**config.mk**
```make
export PLATFORM = sky130hd
export DESIGN_NAME = req_tracker
export DESIGN_NICKNAME = d
export VERILOG_FILES = /design/src/rtl/trk_pkg.sv /design/src/rtl/trk_table.sv /design/src/rtl/trk_watchdog.sv /design/src/rtl/trk_stall.sv /design/src/rtl/req_tracker.sv
export SDC_FILE = /design/constraint.sdc
export NUM_CORES = 1
export LEC_CHECK = 0
export BUFFER_PORTS_ARGS = -buffer_cell sky130_fd_sc_hd__buf_2
export CORE_UTILIZATION = 28
export CTS_CLUSTER_DIAMETER = 40
export DETAILED_ROUTE_END_ITERATION = 10
export HOLD_SLACK_MARGIN = 0.08
export PLACE_DENSITY = 0.52
export SLEW_MARGIN = 15
export SYNTH_ARGS = -nofsm -noshare
export SYNTH_HDL_FRONTEND = slang
export SYNTH_SLANG_ARGS = --single-unit
```
**constraint.sdc**
```tcl
create_clock -name clk -period 8 [get_ports clk]
set_input_delay 0.8 -clock clk [delete_from_list [all_inputs] [get_ports clk]]
set_output_delay 0.8 -clock clk [all_outputs]
set_load 0.005 [all_outputs]
```
**src/rtl/trk_pkg.sv**
```systemverilog
package trk_pkg;

    typedef enum logic [2:0] {
        RQ_LOAD    = 3'd0,
        RQ_FETCH   = 3'd1,
        RQ_STORE   = 3'd2,
        RQ_RMW_RD  = 3'd3,
        RQ_RMW_WR  = 3'd4,
        RQ_LOCK_RD = 3'd5,
        RQ_LOCK_WR = 3'd6
    } rq_kind_e;

    typedef enum logic [1:0] {
        ST_NONE   = 2'd0,
        ST_ACCEPT = 2'd1,
        ST_ALIAS  = 2'd2,
        ST_FULL   = 2'd3
    } rq_status_e;

    typedef enum logic [1:0] {
        WD_IDLE = 2'd0,
        WD_RUN  = 2'd1,
        WD_SCAN = 2'd2
    } wd_state_e;

    // Kinds that belong in the write-side table.
    function automatic logic is_wr_class(input logic [2:0] k);
        return (k >= 3'd2) && (k <= 3'd6);
    endfunction

    // Kinds counted as load-like when a write-side entry blocks them.
    function automatic logic is_ld_like(input logic [2:0] k);
        return (k == RQ_LOAD) || (k == RQ_FETCH) || (k == RQ_RMW_RD);
    endfunction

    // Kinds counted as store-like when a read-side entry blocks them.
    function automatic logic is_st_like(input logic [2:0] k);
        return (k == RQ_STORE) || (k == RQ_RMW_WR);
    endfunction

endpackage

```
**src/rtl/trk_table.sv**
```systemverilog
module trk_table
    import trk_pkg::*;
#(
    parameter int DEPTH  = 4,
    parameter int LA_W   = 26,
    parameter int TS_W   = 16,
    parameter bit WR_TBL = 1'b0,
    localparam int VC_W  = $clog2(DEPTH + 1)
) (
    input  logic            clk,
    input  logic            rst_n,
    input  logic [LA_W-1:0] look_la,
    input  logic            alloc_en,
    input  logic [2:0]      alloc_kind,
    input  logic [TS_W-1:0] now_ts,
    input  logic            cmp_en,
    input  logic [LA_W-1:0] cmp_la,
    input  logic [TS_W-1:0] age_lim,
    output logic            look_hit,
    output logic            slot_free,
    output logic            cmp_hit,
    output logic [VC_W-1:0] vld_cnt,
    output logic            aged
);

    logic [DEPTH-1:0] vld_q;
    logic [LA_W-1:0]  la_q   [DEPTH];
    logic [2:0]       kind_q [DEPTH];
    logic [TS_W-1:0]  ts_q   [DEPTH];

    logic [DEPTH-1:0] m_look, m_cmp, clr, free_v, pick, old_v;

    genvar gi;
    generate
        for (gi = 0; gi < DEPTH; gi++) begin : g_ent
            assign m_look[gi] = vld_q[gi] && (la_q[gi] == look_la);
            assign m_cmp[gi]  = vld_q[gi] && (la_q[gi] == cmp_la);
            assign old_v[gi]  = vld_q[gi] && ((now_ts - ts_q[gi]) >= age_lim);


            // kind_class_chk: a valid entry always holds a kind of this table's class
            kind_class_chk: assert property (@(posedge clk) disable iff (!rst_n)
                vld_q[gi] |-> (is_wr_class(kind_q[gi]) == WR_TBL));
        end
    endgenerate

    // Completion first: the cleared slot neither aliases nor counts as busy.
    assign clr       = cmp_en ? m_cmp : '0;
    assign free_v    = ~vld_q | clr;
    assign look_hit  = |(m_look & ~clr);
    assign slot_free = |free_v;
    assign cmp_hit   = |clr;
    assign aged      = |old_v;

    always_comb begin
        pick = '0;
        for (int i = DEPTH - 1; i >= 0; i--) begin
            if (free_v[i]) begin
                pick    = '0;
                pick[i] = 1'b1;
            end
        end
    end

    always_comb begin
        vld_cnt = '0;
        for (int i = 0; i < DEPTH; i++) begin
            vld_cnt = vld_cnt + VC_W'(vld_q[i]);
        end
    end

    always_ff @(posedge clk) begin
        if (!rst_n) begin
            vld_q <= '0;
        end else begin
            for (int i = 0; i < DEPTH; i++) begin
                if (clr[i]) vld_q[i] <= 1'b0;
                if (alloc_en && pick[i]) vld_q[i] <= 1'b1;
            end
        end
    end

    always_ff @(posedge clk) begin
        for (int i = 0; i < DEPTH; i++) begin
            if (alloc_en && pick[i]) begin
                la_q[i]   <= look_la;
                kind_q[i] <= alloc_kind;
                ts_q[i]   <= now_ts;
            end
        end
    end


    // line_unique_chk: a line is never held twice in one table
    line_unique_chk: assert property (@(posedge clk) disable iff (!rst_n)
        $onehot0(m_look));


    // alloc_room_chk: allocation only happens with a free slot
    alloc_room_chk: assert property (@(posedge clk) disable iff (!rst_n)
        alloc_en |-> slot_free);


    // cmp_miss_chk: a completion with no match leaves the entry count alone
    cmp_miss_chk: assert property (@(posedge clk) disable iff (!rst_n)
        (cmp_en && !cmp_hit && !alloc_en) |=> (vld_cnt == $past(vld_cnt)));

endmodule

```
**src/rtl/trk_watchdog.sv**
```systemverilog
module trk_watchdog
    import trk_pkg::*;
#(
    parameter int TS_W = 16
) (
    input  logic            clk,
    input  logic            rst_n,
    input  logic            busy,
    input  logic            any_aged,
    input  logic [TS_W-1:0] age_lim,
    output logic            dl_flag
);

    wd_state_e       state_q, state_d;
    logic [TS_W-1:0] timer_q;

    // State register.
    always_ff @(posedge clk) begin
        if (!rst_n) state_q <= WD_IDLE;
        else        state_q <= state_d;
    end

    // Transitions: arm, expire, rearm, settle.
    always_comb begin
        state_d = state_q;
        unique case (state_q)
            WD_IDLE: if (busy) state_d = WD_RUN;
            WD_RUN:  if (timer_q >= age_lim - TS_W'(1)) state_d = WD_SCAN;
            WD_SCAN: state_d = busy ? WD_RUN : WD_IDLE;
            default: state_d = WD_IDLE;
        endcase
    end

    // Outputs and the period timer.
    always_ff @(posedge clk) begin
        if (!rst_n) begin
            timer_q <= '0;
            dl_flag <= 1'b0;
        end else begin
            timer_q <= (state_q == WD_RUN && state_d == WD_RUN) ? timer_q + TS_W'(1) : '0;
            if (state_q == WD_SCAN && any_aged) dl_flag <= 1'b1;
        end
    end


    // dl_sticky_chk: the deadlock flag never drops once raised
    dl_sticky_chk: assert property (@(posedge clk) disable iff (!rst_n)
        dl_flag |=> dl_flag);


    // dl_origin_chk: the flag rises only at the end of a scan cycle
    dl_origin_chk: assert property (@(posedge clk) disable iff (!rst_n)
        $rose(dl_flag) |-> $past(state_q == WD_SCAN));


    // scan_single_chk: a scan lasts exactly one cycle
    scan_single_chk: assert property (@(posedge clk) disable iff (!rst_n)
        (state_q == WD_SCAN) |=> (state_q != WD_SCAN));

endmodule

```
**src/rtl/trk_stall.sv**
```systemverilog
module trk_stall #(
    parameter int NCTR  = 4,
    parameter int CNT_W = 16
) (
    input  logic                        clk,
    input  logic                        rst_n,
    input  logic [NCTR-1:0]             ev,
    output logic [NCTR-1:0][CNT_W-1:0]  cnt
);

    genvar gi;
    generate
        for (gi = 0; gi < NCTR; gi++) begin : g_ctr
            always_ff @(posedge clk) begin
                if (!rst_n)                       cnt[gi] <= '0;
                else if (ev[gi] && cnt[gi] != '1) cnt[gi] <= cnt[gi] + CNT_W'(1);
            end


            // ctr_mono_chk: a counter never decreases
            ctr_mono_chk: assert property (@(posedge clk) disable iff (!rst_n)
                ##1 (cnt[gi] >= $past(cnt[gi])));
        end
    endgenerate


    // ev_single_chk: at most one stall event per cycle
    ev_single_chk: assert property (@(posedge clk) disable iff (!rst_n)
        $onehot0(ev));

endmodule

```
**src/rtl/req_tracker.sv**
```systemverilog
module req_tracker
    import trk_pkg::*;
#(
    parameter int AW    = 32,
    parameter int OFS_W = 6,
    parameter int DEPTH = 4,
    parameter int TS_W  = 16,
    parameter int CNT_W = 16,
    localparam int LA_W  = AW - OFS_W,
    localparam int OCC_W = $clog2(2 * DEPTH + 1),
    localparam int VC_W  = $clog2(DEPTH + 1)
) (
    input  logic             clk,
    input  logic             rst_n,
    input  logic             req_valid,
    input  logic [AW-1:0]    req_addr,
    input  logic [2:0]       req_kind,
    output logic [1:0]       req_status,
    input  logic [OCC_W-1:0] lim_out,
    input  logic [TS_W-1:0]  age_lim,
    input  logic             rd_done,
    input  logic [AW-1:0]    rd_done_addr,
    input  logic             wr_done,
    input  logic [AW-1:0]    wr_done_addr,
    output logic [OCC_W-1:0] occupancy,
    output logic             deadlock,
    output logic             proto_err,
    output logic [CNT_W-1:0] stall_wq_rd,
    output logic [CNT_W-1:0] stall_wq_wr,
    output logic [CNT_W-1:0] stall_rq_wr,
    output logic [CNT_W-1:0] stall_rq_rd
);

    // Index 0 is the read-side table, index 1 the write-side table.
    logic [LA_W-1:0]  req_la;
    logic [LA_W-1:0]  done_la [2];
    logic [1:0]       done_v, look_hit, slot_free, cmp_hit, aged, alloc_en;
    logic [VC_W-1:0]  vcnt [2];
    logic [TS_W-1:0]  now_ts;
    logic [OCC_W-1:0] occ_q, occ_after;
    logic             tgt_wr, accept;
    rq_status_e       status;
    logic [3:0]       stall_ev;
    logic [3:0][CNT_W-1:0] stall_cnt;
    logic             unused_ofs;

    assign req_la     = req_addr[AW-1:OFS_W];
    assign done_la[0] = rd_done_addr[AW-1:OFS_W];
    assign done_la[1] = wr_done_addr[AW-1:OFS_W];
    assign done_v     = {wr_done, rd_done};
    assign unused_ofs = ^{req_addr[OFS_W-1:0], rd_done_addr[OFS_W-1:0], wr_done_addr[OFS_W-1:0]};
    assign tgt_wr     = is_wr_class(req_kind);

    genvar gc;
    generate
        for (gc = 0; gc < 2; gc++) begin : g_tbl
            trk_table #(
                .DEPTH (DEPTH),
                .LA_W  (LA_W),
                .TS_W  (TS_W),
                .WR_TBL(gc == 1)
            ) i_tbl (
                .clk       (clk),
                .rst_n     (rst_n),
                .look_la   (req_la),
                .alloc_en  (alloc_en[gc]),
                .alloc_kind(req_kind),
                .now_ts    (now_ts),
                .cmp_en    (done_v[gc]),
                .cmp_la    (done_la[gc]),
                .age_lim   (age_lim),
                .look_hit  (look_hit[gc]),
                .slot_free (slot_free[gc]),
                .cmp_hit   (cmp_hit[gc]),
                .vld_cnt   (vcnt[gc]),
                .aged      (aged[gc])
            );
        end
    endgenerate

    // Occupancy once this cycle's completions are applied.
    assign occ_after = occ_q - OCC_W'(cmp_hit[0]) - OCC_W'(cmp_hit[1]);

    always_comb begin
        status = ST_NONE;
        if (req_valid) begin
            if (look_hit[1] || look_hit[0])                        status = ST_ALIAS;
            else if (occ_after >= lim_out || !slot_free[tgt_wr])   status = ST_FULL;
            else                                                   status = ST_ACCEPT;
        end
    end

    assign accept      = (status == ST_ACCEPT);
    assign alloc_en[0] = accept && !tgt_wr;
    assign alloc_en[1] = accept && tgt_wr;
    assign req_status  = status;

    // Write-side hit takes priority in the stall accounting.
    assign stall_ev[0] = req_valid && look_hit[1] && is_ld_like(req_kind);
    assign stall_ev[1] = req_valid && look_hit[1] && !is_ld_like(req_kind);
    assign stall_ev[2] = req_valid && !look_hit[1] && look_hit[0] && is_st_like(req_kind);
    assign stall_ev[3] = req_valid && !look_hit[1] && look_hit[0] && !is_st_like(req_kind);

    trk_stall #(
        .NCTR (4),
        .CNT_W(CNT_W)
    ) i_stall (
        .clk  (clk),
        .rst_n(rst_n),
        .ev   (stall_ev),
        .cnt  (stall_cnt)
    );

    assign stall_wq_rd = stall_cnt[0];
    assign stall_wq_wr = stall_cnt[1];
    assign stall_rq_wr = stall_cnt[2];
    assign stall_rq_rd = stall_cnt[3];

    trk_watchdog #(
        .TS_W(TS_W)
    ) i_wd (
        .clk     (clk),
        .rst_n   (rst_n),
        .busy    (occ_q != '0),
        .any_aged(|aged),
        .age_lim (age_lim),
        .dl_flag (deadlock)
    );

    always_ff @(posedge clk) begin
        if (!rst_n) begin
            now_ts    <= '0;
            occ_q     <= '0;
            proto_err <= 1'b0;
        end else begin
            now_ts <= now_ts + TS_W'(1);
            occ_q  <= occ_after + OCC_W'(accept);
            if ((rd_done && !cmp_hit[0]) || (wr_done && !cmp_hit[1])) proto_err <= 1'b1;
        end
    end

    assign occupancy = occ_q;


    // occ_sum_chk: the occupancy matches the valid entries of both tables
    occ_sum_chk: assert property (@(posedge clk) disable iff (!rst_n)
        occ_q == OCC_W'(vcnt[0]) + OCC_W'(vcnt[1]));


    // occ_limit_chk: an accepted request never lifts occupancy past the limit
    occ_limit_chk: assert property (@(posedge clk) disable iff (!rst_n)
        (req_status == ST_ACCEPT) |=> (occ_q <= $past(lim_out)));


    // net_change_chk: one completion plus one accept leaves occupancy level
    net_change_chk: assert property (@(posedge clk) disable iff (!rst_n)
        ((req_status == ST_ACCEPT) && $countones(cmp_hit) == 1) |=> (occ_q == $past(occ_q)));


    // perr_sticky_chk: the protocol-error flag never drops once raised
    perr_sticky_chk: assert property (@(posedge clk) disable iff (!rst_n)
        proto_err |=> proto_err);

endmodule

```
==> impl_metrics.ini, run 1 <==
[synth]
synth_edf_count = 336
yosysSeqAreaShare_pct = 41.4
synth_cell_types = 73
async_flop_share_pct = 0
synth_flop_cell = edfxtp_1
syn_inst = 2856
avgSynthCellArea_um2 = 10.4
synth_seq_cells = 448
synthesis.nets = 3269
ys.warnings.count = 0
netlist_area_um2 = 29800

[drt]
ant_nets = 0
dr_total_vias = 22600
wl_met2_mm = 41.3
dr.pass1.iters = 8
drt-met1-wl_mm = 38.9
top_layer = met5
met3_length_mm = 4.88
wl_per_cell_um = 19.3
drtIter0Drc = 1703
drt_drc_violations_left = 8
vias_per_cell = 4.95
routed_wirelength_mm = 88.2

[cells_and_area]
layout.nets = 3516
instances_no_fill = 4575
final_common_cell = xor2_1
area_growth_pct = 19.5
drive_gt1_share_pct = 13.0
final_cell_mix = xor2_1, edfxtp_1, ha_1

[die]
die_w_um = 328
initial_core_util_pct = 28.3
ios = 196
fp.dieH_um = 328
core.rowCount = 119
fp.dieArea_um2 = 108000
core_um2 = 105000

[global_route]
antenna_found_initial = 6
grt_use_total_pct = 16.2
grt_pass1_vias = 21700
grt_max_degree = 49
grt_overflow = 0
grt_pass1_wl_mm = 133

[clocking]
cts.clk_slew.worst_paths_ns = 0.05
cts_made_buffers = 94
cts_root_buf = clkbuf_16
cts_buffer_depth = 3
post_cts_buffers = 0
cts_tree = done
insertion_delay_ns = 0.65
clkSinkCount = 448
post_cts_resized = 0
ctsHtreeMaxLevel = 3
cts-hold-fix-buffers = 0

[setup_path]
critPathLaunchType = flop
critPathBufInv = 2
slowest_delay_ns = 0.61
worstPathCellList = xor2_1, nor4_1, nand4_1, nor4_1, nor4_1, inv_1, fa_1, ha_1, nor2_1, ha_1, xor2_1, ha_1, nor2b_1, o21ai_0, nand2b_1, a2111oi_4, a21boi_0, buf_2
critical-path-top-delay-family = simple AND/OR/NAND/NOR gates
critPathMaxFanout = 8
endpoint_kind = primary output
cp.required_ns = 7.20
crit_type = reg2out
r2r_setup_slack_ns = 2.01
cp.arrival_ns = 5.84
cp_slowest_cell = nor4_1

[timing]
hold_viol_final = 0
fin_setup_tns_ns = 0
fin_ws_ns = 1.36
worst_pin_slew_ns = 1.07
period_share_pct = 83.0
fmax_ghz = 0.151
rsz0062_at_grt = false
min_period_ns = 6.64
maxSlewHeadroom_pct = 28.1
slew_viol_final = 0
setup_viol = 0
skew_ns = 0.0330

[pwr]
p_leak_nw = 14.4
ir_drop_mv = 0.186
p_per_area_nw_per_um2 = 204

[placement]
numPortBuffers = 177
place_ws_ns = 1.52
gp_congestion = 0.911
dp_cells = 4398
post-dp-hpwl_mm = 66.0

[outcome]
status = complete, but fails checks
violations = design-rule violations

[hold_path]
hp-class = reg2reg

[flow_run]
cap_violations = 0
-- worst reg2reg max path, cell delays in order (launching register included) --
cell and delay [ns]:
edfxtp_1 0.44, xor2_1 0.18, nor4_1 0.44, nand4_1 0.16, nor4_1 0.61, nor4_1 0.19
inv_1 0.12, fa_1 0.44, ha_1 0.22, nor2_1 0.10, ha_1 0.16, xor2_1 0.26
ha_1 0.28, nor2b_1 0.12, o21ai_0 0.14, nand2b_1 0.11, a2111oi_4 0.54, nand3_1 0.24
nor2_4 0.46, buf_4 0.42
-- power breakdown --
part,internal [W],switching (W)
combinational,0.000288,0.000481
clock,0.00254,0.00136
sequential,0.00257,0.0000475
total,0.00540,0.00189
-- final timing paths --
| check | from | to | cells after the start |
|---|---|---|---|
| max reg2reg | g_tbl[0].i_tbl.la_q[2][24] | g_tbl[0].i_tbl.la_q[2][8] | 19 |
| min | i_stall.cnt[27] | i_stall.cnt[27] | 2 |
| max | g_tbl[0].i_tbl.la_q[2][24] | req_status[1] | 18 |
| min reg2reg | i_stall.cnt[27] | i_stall.cnt[27] | 2 |
-- registers in the layout (all words and copies together), names as in the netlist --
register,count
i_stall.cnt,64
now_ts,16
g_tbl.i_tbl.la_q,208
proto_err,1
i_wd.dl_flag,1
g_tbl.i_tbl.vld_q,8
i_wd.state_q,2
occupancy,4
g_tbl.i_tbl.ts_q,128
i_wd.timer_q,16
-- cell usage after synthesis (45+ instances only) --
cell type | number | area share (%)
ha_1 | 280 | 12
dfxtp_1 | 112 | 7.5
nor3_1 | 75 | 1.3
nand2_1 | 147 | 1.9
nand4_1 | 67 | 1.4
o21ai_0 | 65 | 1.1
nand3_1 | 95 | 1.6
a21oi_1 | 115 | 1.9
nor2_1 | 117 | 1.5
xnor2_1 | 231 | 6.8
a21o_1 | 58 | 1.5
nor4_1 | 132 | 2.8
edfxtp_1 | 336 | 34
xor2_1 | 344 | 10
inv_1 | 176 | 2.2
and3_1 | 45 | 0.94
nand2b_1 | 46 | 0.97
-- layout make-up --
type	count	area (um^2)
clock buffer	112	2470
tap	1391	1740
multi-input combinational	2173	16600
timing repair buffer	210	1130
fill	10800	69800
clock inverter	62	687
antenna	3	7.51
inverter	176	661
sequential	448	12300
-- logic make-up (layout without fill, tap and decap cells) --
group           count (synthesis)  in the layout  share of synthesized area, %
simple gates                  861            861                          15.7
xor+xnor                      575            575                          16.9
flops                         448            448                          41.4
compound gates                421            421                          9.58
fa+ha+maj                     289            289                          12.4
buf+inv                       235            560                          3.14
mux                            27             27                         0.907
other cells                     0              3                             0
-- routing by layer --
metal	vias to the layer above	GRT usage [%]
met5	-	0
met3	175	2.74
li1	11100	-
met2	669	26.6
met1	10700	21.0
met4	4	6.34
-- per-stage QoR --
| stage | utilization, % | hold WS, ns | cell area [um^2] | total power (W) |
|---|---|---|---|---|
| 3_3_place_gp | 30.8 | 0.467 | 32500 | 0.00343 |
| 2_1_floorplan | - | 0.463 | 29800 | 0.00314 |
| 6_report | 33.8 | 0.488 | 35600 | 0.00728 |
| 4_1_cts | 33.8 | 0.490 | 35600 | 0.00737 |
| 5_1_grt | 33.8 | 0.519 | 35600 | 0.00756 |
| 3_5_place_dp | 30.8 | 0.483 | 32500 | 0.00343 |
Note: power is estimated with default switching activity, not from simulation.
==> run 2: changes to the inputs <==
- PLACE_DENSITY: 0.52 -> 0.5
- clock period: 8 -> 6.7 ns (I/O delays scaled with it)
==> run 2 against run 1 <==
Net effect:
- the run still ends with design-rule violations left
- critical path depth is 4 higher
- final cell count increased by 0.85%
- sequential share of layout area decreased by 0.69 points
- worst hold slack got worse by 0.055 ns
- total power rose by 25%
- clock-buffer cell count up 9
- global-route usage about the same
- flip-flop and latch count did not move
- setup slack got worse by 1.0 ns
- via count shrank 1.1%
- highest routed layer is now met4
==> impl_metrics.ini, run 2 (synthesis results as in run 1) <==
[die]
core_um2 = 105000
ios = 196
fp.dieArea_um2 = 108000
fp.dieH_um = 328
core.rowCount = 119
initial_core_util_pct = 28.3
die_w_um = 328

[timing]
min_period_ns = 6.37
slew_viol_final = 0
skew_ns = 0.0454
setup_viol = 0
hold_viol_final = 0
maxSlewHeadroom_pct = 26.0
period_share_pct = 95.1
fmax_ghz = 0.157
fin_ws_ns = 0.330
worst_pin_slew_ns = 1.10

[cells_and_area]
layout.nets = 3552
regMostFlops = g_tbl.i_tbl.la_q
largest_register_ffs = 208
area_growth_pct = 21.9
final_common_cell = xor2_1
fillers = 10700
drive_gt1_share_pct = 14.3
fin_util_pct = 34.5
final_cell_mix = xor2_1, edfxtp_1, ha_1
reg_top3 = g_tbl.i_tbl.la_q: 208 flops, g_tbl.i_tbl.ts_q: 128 flops, i_stall.cnt: 64 flops
instances_no_fill = 4614

[setup_path]
critPathMaxFanout = 3
r2r-end = g_tbl[0].i_tbl.ts_q[0][3]
critPathLaunchType = flop
reg2reg_from = g_tbl[0].i_tbl.la_q[2][17]
crit_type = reg2out
endpoint_kind = primary output
cp_slowest_cell = fa_1
cp.arrival_ns = 5.70
cp.required_ns = 6.03
critical-path-top-delay-family = simple AND/OR/NAND/NOR gates
worstPathCellList = xor2_1, nor4_1, nand4_1, nor4_1, buf_4, nor4_1, inv_1, buf_4, fa_1, inv_1, ha_1, xnor2_1, ha_1, nand2b_1, a21oi_1, nor2b_1, o21ai_0, nand2b_1, buf_4, a2111oi_4, a21boi_0, buf_2
slowest_delay_ns = 0.44
cp.depth = 22
rr_worst_depth = 25
critPathBufInv = 6
crit_start = g_tbl[0].i_tbl.la_q[2][17]
endpoint = req_status[1]
r2r_setup_slack_ns = 0.92

[pwr]
finalPower_w = 0.00913
p_leak_nw = 14.8
p_per_area_nw_per_um2 = 251
ir_drop_mv = 0.213

[drt]
drtIter0Drc = 1589
wl_per_cell_um = 19.1
routed_wirelength_mm = 88.1
vias_per_cell = 4.85
dr_total_vias = 22400
drt_drc_violations_left = 8
ant_nets = 0
dr.pass1.iters = 8

[outcome]
violations = design-rule violations
status = complete, but fails checks

[clocking]
clkSinkCount = 448
cts_buffer_depth = 3
cts_root_buf = clkbuf_16
cts_tree = done
cts-hold-fix-buffers = 0
insertion_delay_ns = 0.67
cts.clk_slew.worst_paths_ns = 0.06
cts_made_buffers = 97
ctsHtreeMaxLevel = 3

[global_route]
grt_use_total_pct = 16.2
grt_pass1_wl_mm = 133
grt_pass1_vias = 21600
antenna_found_initial = 2
grt_max_degree = 59
grt_overflow = 0

[hold_path]
hp-class = in2reg

[flow_run]
cap_violations = 0

[placement]
gp_congestion = 0.885
numPortBuffers = 177
dp_cells = 4431
post-dp-hpwl_mm = 67.0
place_ws_ns = 0.443
## run 2: changes by cell type in the layout (fill, tap and decap cells not counted), moves of 3 or more
cell	delta
buf_4	+21
buf_12	+12
clkbuf_8	+7
clkinv_2	-6
bufinv_16	+5
clkbuf_16	+4
clkinvlp_4	-4
inv_6	+4
inv_8	+3
## run 2: area by class of cell
| type | instances | area, um^2 | area share (%) |
|---|---|---|---|
| clock inverters | 61 | 810 | 2.23 |
| repair buffers | 243 | 1530 | 4.21 |
| well taps | 1391 | 1740 | 4.79 |
| flip-flops and latches | 448 | 12300 | 33.9 |
| multi-input cells | 2173 | 16600 | 45.7 |
| inverters | 176 | 661 | 1.82 |
| diodes | 1 | 2.50 | 0.00689 |
| clock buffers | 121 | 2660 | 7.32 |
## run 2: power breakdown
part	total, W	internal [W]	switching [W]
logic	0.000934	0.000371	0.000564
clock network	0.00507	0.00340	0.00167
registers	0.00312	0.00307	0.0000570
total	0.00913	0.00684	0.00229
## run 2: worst min-delay path by stage
| stage | start | endpoint | slack (ns) | cells past startpoint |
|---|---|---|---|---|
| 2_1_floorplan | i_wd.state_q[0] | i_wd.state_q[0] | 0.46 | 1 |
| 3_3_place_gp | i_stall.cnt[43] | i_stall.cnt[43] | 0.48 | 2 |
| 3_5_place_dp | i_stall.cnt[31] | i_stall.cnt[31] | 0.49 | 2 |
| 4_1_cts | wr_done | proto_err | 0.40 | 3 |
| 5_1_grt | wr_done | proto_err | 0.43 | 3 |
| 6_report | wr_done | proto_err | 0.43 | 3 |
## run 2: what timing repair did
item / CTS / global route
buffers inserted: 0 / 0
endpoints found under the setup margin: 0 / 1
resized for setup: 0 / 3
## run 2: stage by stage
stage | instance area, um^2 | TNS [ns] | hold slack, ns
final | 36300 | 0 | 0.433
after global routing | 36300 | -0.00289 | 0.431
after CTS | 36300 | 0 | 0.399
after detailed placement | 32900 | 0 | 0.486
after global placement | 32900 | 0 | 0.477
after floorplan | 29800 | -156.44 | 0.463
## run 2: tightest hold or removal path, cell delays in order
cell      delay, ns
buf_2          0.19
a221oi_1       0.10
nor2_1         0.09
## run 2: layer usage
layer	global-route usage, %	up-vias	routed length (um)
met2	26.7	546	41300
met1	21.2	10600	39500
met4	6.24	0	3040
met3	2.50	167	4290
li1	-	11100	-
met5	0	-	0
